## src/rtl/ctmr_pkg.sv

```systemverilog
`timescale 1ns/1ps
package ctmr_pkg;
    localparam int CNT_W   = 32;
    localparam int VEC_W   = 8;
    localparam int SHIFT_W = 3;
    localparam int DIV_W   = 4;

    localparam logic [1:0] REG_ENTRY = 2'd0;
    localparam logic [1:0] REG_START = 2'd1;
    localparam logic [1:0] REG_LIVE  = 2'd2;
    localparam logic [1:0] REG_DIV   = 2'd3;

    localparam int MASK_BIT = 16;
    localparam int MODE_BIT = 17;

    typedef struct packed {
        logic             mask;
        logic             periodic;
        logic [VEC_W-1:0] vec;
        logic [CNT_W-1:0] start;
        logic [DIV_W-1:0] div;
    } regs_t;
endpackage

```

## src/rtl/ctmr_regs.sv

```systemverilog
`timescale 1ns/1ps
module ctmr_regs
    import ctmr_pkg::*;
(
    input  logic               clk,
    input  logic               rst_n,
    input  logic               wr_en,
    input  logic [1:0]         wr_addr,
    input  logic [CNT_W-1:0]   wr_data,
    output regs_t              regs,
    output logic               load,
    output logic [SHIFT_W-1:0] shift
);
    regs_t regs_d, regs_q;

    always_comb begin
        regs_d = regs_q;
        if (wr_en) begin
            case (wr_addr)
                REG_ENTRY: begin
                    regs_d.mask     = wr_data[MASK_BIT];
                    regs_d.periodic = wr_data[MODE_BIT];
                    regs_d.vec      = wr_data[VEC_W-1:0];
                end
                REG_START: regs_d.start = wr_data;
                REG_DIV:   regs_d.div   = {wr_data[3], 1'b0, wr_data[1:0]};
                default:   regs_d = regs_q;
            endcase
        end
    end

    always_ff @(posedge clk) begin
        if (!rst_n) begin
            regs_q      <= '0;
            regs_q.mask <= 1'b1;
        end else begin
            regs_q <= regs_d;
        end
    end

    assign regs  = regs_q;
    assign load  = wr_en && (wr_addr == REG_START);
    assign shift = {regs_q.div[3], regs_q.div[1:0]} + SHIFT_W'(1);
endmodule

```

## src/rtl/ctmr_prescale.sv

```systemverilog
`timescale 1ns/1ps
module ctmr_prescale #(
    parameter int SHIFT_W = 3
) (
    input  logic               clk,
    input  logic               rst_n,
    input  logic               restart,
    input  logic [SHIFT_W-1:0] shift,
    output logic               tick
);
    localparam int PRE_W = (1 << SHIFT_W) - 1;

    logic [PRE_W-1:0] cnt_d, cnt_q, limit;

    always_comb begin
        for (int i = 0; i < PRE_W; i++) begin
            limit[i] = (i < int'(shift));
        end
        tick  = !restart && (cnt_q >= limit);
        cnt_d = (restart || tick) ? '0 : cnt_q + PRE_W'(1);
    end

    always_ff @(posedge clk) begin
        if (!rst_n) cnt_q <= '0;
        else        cnt_q <= cnt_d;
    end
endmodule

```

## src/rtl/ctmr_count.sv

```systemverilog
`timescale 1ns/1ps
module ctmr_count #(
    parameter int CNT_W = 32,
    parameter int VEC_W = 8
) (
    input  logic             clk,
    input  logic             rst_n,
    input  logic             tick,
    input  logic             load,
    input  logic [CNT_W-1:0] load_val,
    input  logic [CNT_W-1:0] start,
    input  logic             periodic,
    input  logic             mask,
    input  logic [VEC_W-1:0] vec,
    output logic [CNT_W-1:0] cur,
    output logic             expire,
    output logic [VEC_W-1:0] expire_vec
);
    typedef struct packed {
        logic [CNT_W-1:0] cur;
        logic             run;
        logic             irq;
        logic [VEC_W-1:0] vec;
    } cnt_state_t;

    cnt_state_t st_d, st_q;

    always_comb begin
        st_d     = st_q;
        st_d.irq = 1'b0;
        if (load) begin
            st_d.cur = load_val;
            st_d.run = |load_val;
        end else if (tick && st_q.run) begin
            if (st_q.cur == '0) begin
                if (periodic) st_d.cur = start;
                else          st_d.run = 1'b0;
            end else begin
                st_d.cur = st_q.cur - CNT_W'(1);
                if (st_q.cur == CNT_W'(1)) begin
                    if (!periodic) st_d.run = 1'b0;
                    if (!mask) begin
                        st_d.irq = 1'b1;
                        st_d.vec = vec;
                    end
                end
            end
        end
    end

    always_ff @(posedge clk) begin
        if (!rst_n) st_q <= '0;
        else        st_q <= st_d;
    end

    assign cur        = st_q.cur;
    assign expire     = st_q.irq;
    assign expire_vec = st_q.irq ? st_q.vec : '0;
endmodule

```

## src/rtl/ctmr_top.sv

```systemverilog
`timescale 1ns/1ps
module ctmr_top
    import ctmr_pkg::*;
(
    input  logic        clk,
    input  logic        rst_n,
    input  logic        wr_en,
    input  logic [1:0]  wr_addr,
    input  logic [31:0] wr_data,
    input  logic [1:0]  rd_addr,
    output logic [31:0] rd_data,
    output logic        expire_o,
    output logic [7:0]  expire_vec_o
);
    regs_t              regs_w;
    logic               load_w;
    logic               tick_w;
    logic [SHIFT_W-1:0] shift_w;
    logic [CNT_W-1:0]   cur_w;

    ctmr_regs u_regs (
        .clk     (clk),
        .rst_n   (rst_n),
        .wr_en   (wr_en),
        .wr_addr (wr_addr),
        .wr_data (wr_data),
        .regs    (regs_w),
        .load    (load_w),
        .shift   (shift_w)
    );

    ctmr_prescale #(.SHIFT_W(SHIFT_W)) u_pre (
        .clk     (clk),
        .rst_n   (rst_n),
        .restart (load_w),
        .shift   (shift_w),
        .tick    (tick_w)
    );

    ctmr_count #(.CNT_W(CNT_W), .VEC_W(VEC_W)) u_cnt (
        .clk        (clk),
        .rst_n      (rst_n),
        .tick       (tick_w),
        .load       (load_w),
        .load_val   (wr_data),
        .start      (regs_w.start),
        .periodic   (regs_w.periodic),
        .mask       (regs_w.mask),
        .vec        (regs_w.vec),
        .cur        (cur_w),
        .expire     (expire_o),
        .expire_vec (expire_vec_o)
    );

    always_comb begin
        case (rd_addr)
            REG_ENTRY: begin
                rd_data                = '0;
                rd_data[MODE_BIT]      = regs_w.periodic;
                rd_data[MASK_BIT]      = regs_w.mask;
                rd_data[VEC_W-1:0]     = regs_w.vec;
            end
            REG_START: rd_data = regs_w.start;
            REG_LIVE:  rd_data = cur_w;
            default:   rd_data = {{(32-DIV_W){1'b0}}, regs_w.div};
        endcase
    end
endmodule

```

## config.mk

```make
export PLATFORM = sky130hd
export DESIGN_NAME = ctmr_top
export DESIGN_NICKNAME = d
export VERILOG_FILES = /design/src/rtl/ctmr_pkg.sv /design/src/rtl/ctmr_regs.sv /design/src/rtl/ctmr_prescale.sv /design/src/rtl/ctmr_count.sv /design/src/rtl/ctmr_top.sv
export SDC_FILE = /design/constraint.sdc
export NUM_CORES = 1
export LEC_CHECK = 0
export ABC_CLOCK_PERIOD_IN_PS = 4520
export BUFFER_PORTS_ARGS = -buffer_cell sky130_fd_sc_hd__buf_4
export CAP_MARGIN = 10
export CORE_MARGIN = 2
export CORE_UTILIZATION = 50
export CTS_CLUSTER_DIAMETER = 50
export DETAILED_ROUTE_END_ITERATION = 8
export GPL_TIMING_DRIVEN = 0
export PLACE_DENSITY = 0.76
export SYNTH_ARGS = -nofsm -noshare
export SYNTH_HDL_FRONTEND = slang
export SYNTH_HIERARCHICAL = 1
export SYNTH_SLANG_ARGS = --single-unit
```

## constraint.sdc

```tcl
create_clock -name clk -period 4.52 [get_ports clk]
set_input_delay 0.452 -clock clk [delete_from_list [all_inputs] [get_ports clk]]
set_output_delay 0.452 -clock clk [all_outputs]
set_load 0.01 [all_outputs]
```

==> impl_metrics.csv, run 1 <==
group,metric,value,unit
critical_path,critPathCaptureType,"flip-flop",
clocking,cts_tree,"done",
critical_path,worst-path-max-fanout,9,
yosys,synth_cells,715,
power,finalPower,2.38,mW
detailed_routing,met2_wirelength,9270,microns
critical_path,worst_setup_path_start_kind,"flip-flop",
yosys,synth_fp_nets,765,
floorplan,rows,39,
yosys,synth_enable_flop_cells,0,
run,maxCapViolCount,0,
clocking,cts_buffer_depth,2,
timing,hold_viol,0,
timing,tightestPinTransition,0.926,ns
global_route,globalRouteTotalUtil,0.315,
timing,drv_slew,0,
place,hpwl,14500,microns
detailed_routing,detail_route.first_pass.iterations,7,
layout,final_common_cell,"buf_4",
place,io_buffers,79,
detailed_routing,drc,0,
yosys,synth_area_per_cell,8.23,sq um
global_route,grt_overflow,0,
floorplan,die_w,112,microns
layout,layout-drive-gt1-share,0.209,
clocking,clk_pin_slew_worst_paths,0.07,ns
global_route,antenna_found_initial,0,
clocking,cts_root_buf,"clkbuf_16",
clocking,htreeDepth,3,
layout,nNetsFinal,854,
detailed_routing,drt-met1-wl,8360,microns
timing,setup_viol,0,
timing,hold_ws,0.352,ns
timing,finalSetupTns,0,ns
yosys,ys_types,65,
clocking,ctsHoldBuffers,0,
timing,period_needed,4.34,ns
yosys,synth_ff_type,"dfxtp_1",
yosys,yosys_warnings,6,
critical_path,crit_type,"reg2reg",
layout,diodes,0,
yosys,syn_area,5880,sq um
floorplan,die_h,112,microns
clocking,numClockSinks,94,
floorplan,die_area,12600,sq um
floorplan,core-area,11500,sq um
clocking,cts_buffers,9,
power,p_leak,2.84,nW
detailed_routing,routed.top_layer,"met4",
timing,rsz0062_at_grt,"no",
status,status,"completed",
layout,area.growth.synth_to_final,18.8,%
power,peakVddDrop,0.000268,V
detailed_routing,wl,20000,microns
detailed_routing,wl_met3,1710,microns
yosys,async_reset_ff_frac,0,
detailed_routing,route.detailed.wl_per_inst,21.0,microns
timing,min_period_over_period,0.960,
place,gp_congestion,0.944,
clocking,clkLatencyLatePin,0.35,ns
timing,fmax,231,MHz
yosys,ys_ff_latch,94,
global_route,grt_max_degree,17,
detailed_routing,vias_per_cell,6.30,
clocking,cts_setup_buffers,0,
timing,slew_headroom,0.377,
detailed_routing,antenna_left,0,
power,power_per_cell_area,341,nW/um^2
clocking,cts_resized,0,
detailed_routing,drt_iter0_markers,553,
critical_path,cp_data_required_time,4.80,ns
detailed_routing,vias,5995,
hold_path,hp-class,"in2reg",
yosys,synth-seq-area-share,0.320,
timing,fin_skew,0.00971,ns
global_route,grt_pass1_wl,31200,microns
global_route,first_global_vias,5715,
critical_path,arrival,4.62,ns
layout,mostFrequentLayoutCells,"buf_4 (117), nand2_1 (113), dfxtp_1 (94)",
floorplan,pin_count,80,
floorplan,start_util,0.513,
[state kept, by name, summed over array words and instances, names as in the netlist]
name,flops
u_regs/regs,45
u_cnt/cur,32
u_cnt/st_q,9
u_pre/cnt_q,7
u_cnt/expire,1
[where the power goes]
group	leakage [nW]	switching, mW	internal [mW]
Sequential	0.765	0.0532	0.868
Combinational	1.91	0.367	0.240
Clock	0.165	0.346	0.505
[cells by family after synthesis]
group | after synthesis | share of synthesized area
and+or+nand+nor | 260 | 0.222
buffers and inverters | 89 | 0.0906
other | 1 | 0.000638
xor gates and xnor gates | 15 | 0.0223
AOI/OAI and AO/OA | 188 | 0.215
DFF | 94 | 0.320
adders and majority gates | 11 | 0.0234
muxes | 57 | 0.106
[worst max-delay path, stage by stage, from the launching register on]
cell	delay, ns
dfxtp_1	0.38
ha_1	0.18
xor2_1	0.39
o21ai_0	0.21
ha_1	0.34
nand4_1	0.14
o31ai_4	0.44
nor2b_1	0.35
nand2_1	0.32
nor2_2	0.53
o21a_1	0.39
or3b_2	0.47
o22ai_1	0.11
[synth_stat cells (7+ instances only)]
library cell | number | area share
nand2_1 | 113 | 0.072
dfxtp_1 | 94 | 0.32
mux2i_1 | 52 | 0.088
a21oi_1 | 47 | 0.040
o21ai_0 | 46 | 0.039
buf_4 | 38 | 0.048
nor2_1 | 32 | 0.020
clkbuf_1 | 26 | 0.017
a22o_1 | 22 | 0.033
nor3_1 | 19 | 0.016
nor4_1 | 18 | 0.019
a31oi_1 | 12 | 0.013
and2_1 | 12 | 0.013
ha_1 | 11 | 0.023
and3_1 | 10 | 0.011
nand3_1 | 10 | 0.0085
buf_2 | 9 | 0.0077
inv_1 | 9 | 0.0057
a21boi_0 | 8 | 0.010
or4_1 | 8 | 0.010
xor2_1 | 8 | 0.012
o31a_1 | 7 | 0.010
xnor2_1 | 7 | 0.010
[metrics by stage]
stage	util	area (sq um)	setup WS, ns	cells
floorplan	-	5880	1.24	715
finish	0.609	6990	0.182	952
global route	0.609	6990	0.00709	952
CTS	0.609	6990	0.0438	953
detailed placement	0.580	6650	0.0516	937
global placement	0.580	6650	0.192	937
[area by class of cell]
cell class	count	area (sq um)
timing repair buffer	79	593
fill	1043	4480
sequential	94	1880
inverter	10	37.5
tap	143	179
multi-input combinational	532	3470
clock buffer	10	239
buffer	78	492
clock inverter	6	93.8
[layer usage]
layer,vias up,GRT usage
met3,60,0.0643
met5,-,0
li1,2756,-
met1,2880,0.422
met4,0,0.124
met2,299,0.500
[path summary, 6_finish.rpt]
kind	to	startpoint	depth (start not counted)	slack, ns
hold / removal	u_cnt/cur[7]	wr_data[7]	2	0.35
hold reg to reg	u_cnt/st_q[7]	u_cnt/st_q[7]	2	0.46
setup / recovery	u_cnt/cur[25]	u_regs/regs[0]	12	0.18
setup reg to reg	u_cnt/cur[25]	u_regs/regs[0]	12	0.18
No activity file was read; power rests on OpenSTA's default activity.
==> run 2, diff against run 1 <==
Settings changed: PLACE_DENSITY 0.76 to 0.71.
==> run 2 against run 1 <==
  * Count of clock-buffer cells in the layout did not move
  * Flip-flop and latch count did not move
  * Via count fell by 0.60%
  * Hold slack improved by 0.0048 ns
  * Non-clock buffer count did not move
  * Combinational power barely moved
  * Wire length rose by 1.7%
  * Sequential share of layout area rose by 0.14 points
  * Global-route usage rose by 0.22 points
  * Clock power fell by 7.5%
  * Clock skew rose by 0.00058 ns
  * Highest routed layer unchanged
==> impl_metrics.csv, run 2 (synthesis gave the netlist of run 1 again) <==
group,metric,value,unit
hold_path,hp-class,"in2reg",
place,dp.cells,937,
timing,setup_viol,0,
floorplan,pin_count,80,
detailed_routing,drt_iter0_markers,680,
detailed_routing,detail_route.first_pass.iterations,5,
clocking,cts_buffer_depth,2,
layout,fill_cells,1063,
clocking,numClockSinks,94,
timing,fmax,229,MHz
power,clkPwrFrac,0.340,
timing,fin_skew,0.0103,ns
power,p_comb_frac,0.262,
power,peakVddDrop,0.000190,V
timing,hold_ws,0.356,ns
place,io_buffers,79,
detailed_routing,drc,0,
floorplan,die_area,12600,sq um
timing,min_period_over_period,0.967,
clocking,ctsHoldBuffers,0,
layout,layout-drive-gt1-share,0.206,
timing,drv_slew,0,
place,gp_congestion,0.939,
critical_path,worst-path-max-fanout,9,
layout,largest_reg_flops,45,
global_route,first_global_vias,5734,
global_route,grt_max_degree,17,
power,internal_power,1.54,mW
power,p_leak,2.82,nW
global_route,globalRouteTotalUtil,0.317,
place,hpwl,14600,microns
global_route,antenna_found_initial,0,
power,power_per_cell_area,333,nW/um^2
clocking,cts_buffers,9,
detailed_routing,route.detailed.wl_per_inst,21.4,microns
run,maxCapViolCount,0,
floorplan,rows,39,
timing,slew_headroom,0.338,
timing,period_needed,4.37,ns
layout,mostFrequentLayoutCells,"buf_4 (117), nand2_1 (113), dfxtp_1 (94)",
layout,diodes,0,
power,switchingPower,0.773,mW
critical_path,crit_type,"reg2reg",
layout,fin_cells,952,
critical_path,arrival,4.66,ns
timing,hold_viol,0,
detailed_routing,vias,5959,
floorplan,core-area,11500,sq um
power,sequentialPowerShare,0.398,
timing,rsz0062_at_grt,"no",
status,status,"completed",
clocking,cts_root_buf,"clkbuf_16",
layout,nNetsFinal,854,
layout,area.growth.synth_to_final,18.2,%
layout,seq_area,1880,sq um
critical_path,critPathCaptureType,"flip-flop",
clocking,clkLatencyLatePin,0.35,ns
power,p_sw_frac,0.334,
critical_path,worst_setup_path_start_kind,"flip-flop",
critical_path,cp_data_required_time,4.80,ns
clocking,htreeDepth,3,
floorplan,die_w,112,microns
timing,tightestPinTransition,0.984,ns
floorplan,die_h,112,microns
detailed_routing,wl,20400,microns
floorplan,start_util,0.513,
global_route,grt_pass1_wl,31200,microns
detailed_routing,vias_per_cell,6.26,
timing,finalSetupTns,0,ns
layout,multi_input_area,3470,sq um
clocking,cts_tree,"done",
detailed_routing,antenna_left,0,
layout,final_common_cell,"buf_4",
clocking,clk_pin_slew_worst_paths,0.07,ns
global_route,grt_overflow,0,
## run 2: changes by cell type in the layout (fill, tap and decap cells not counted), sizes merged
cell / change
bufinv: -1
clkinv: -1
inv: +1
clkinvlp: +1
## run 2: final timing paths
check / startpoint / end / slack (ns) / cells after the start
setup reg to reg: u_regs/regs[0] / u_cnt/cur[25] / 0.15 / 12
setup / recovery: u_regs/regs[0] / u_cnt/cur[25] / 0.15 / 12
hold reg to reg: u_cnt/st_q[1] / u_cnt/st_q[1] / 0.46 / 2
hold / removal: wr_data[7] / u_cnt/cur[7] / 0.36 / 2
## run 2: repair_timing
action / CTS / global route
gates resized for setup: 0 / 1
endpoints found under the hold margin: 0 / 0
buffers inserted: 0 / 0
setup endpoints to repair: 0 / 15
## run 2: final cells by class
type,count,share of cell area
Multi-Input combinational cell,532,0.499
Sequential cell,94,0.271
Tap cell,143,0.0257
Timing Repair Buffer,79,0.0853
Clock buffer,10,0.0329
Clock inverter,6,0.00990
Buffer,78,0.0707
Inverter,10,0.00540
## run 2: per-layer routing
metal,global-route usage,part of all wire,vias to the layer above
met5,0,0,-
met4,0.142,0.033,0
met3,0.0464,0.085,53
met2,0.511,0.46,317
met1,0.423,0.42,2837
li1,-,-,2752
## run 2: through the flow
step	power, mW	area [sq um]	util	setup WS [ns]
final	2.32	6950	0.606	0.147
after global routing	2.41	6950	0.606	0.00490
after CTS	2.31	6950	0.606	0.0941
after detailed placement	1.53	6650	0.580	0.109
after global placement	1.52	6650	0.580	0.160
after floorplan	1.33	5880	-	1.24
## run 2: critical path: stages, from the launching register on
cell,delay (ns)
dfxtp_1,0.38
ha_1,0.18
xor2_1,0.40
o21ai_0,0.19
ha_1,0.34
nand4_1,0.14
o31ai_4,0.46
nor2b_1,0.34
nand2_1,0.33
nor2_2,0.54
o21a_1,0.41
or3b_2,0.48
o22ai_1,0.11
## run 2: power groups by stage
stage	clock (mW)	combinational, mW	sequential, mW
global route	0.826	0.653	0.927
finish	0.787	0.607	0.921
global placement	0	0.583	0.936
floorplan	0	0.406	0.923
CTS	0.793	0.594	0.920
detailed placement	0	0.591	0.939
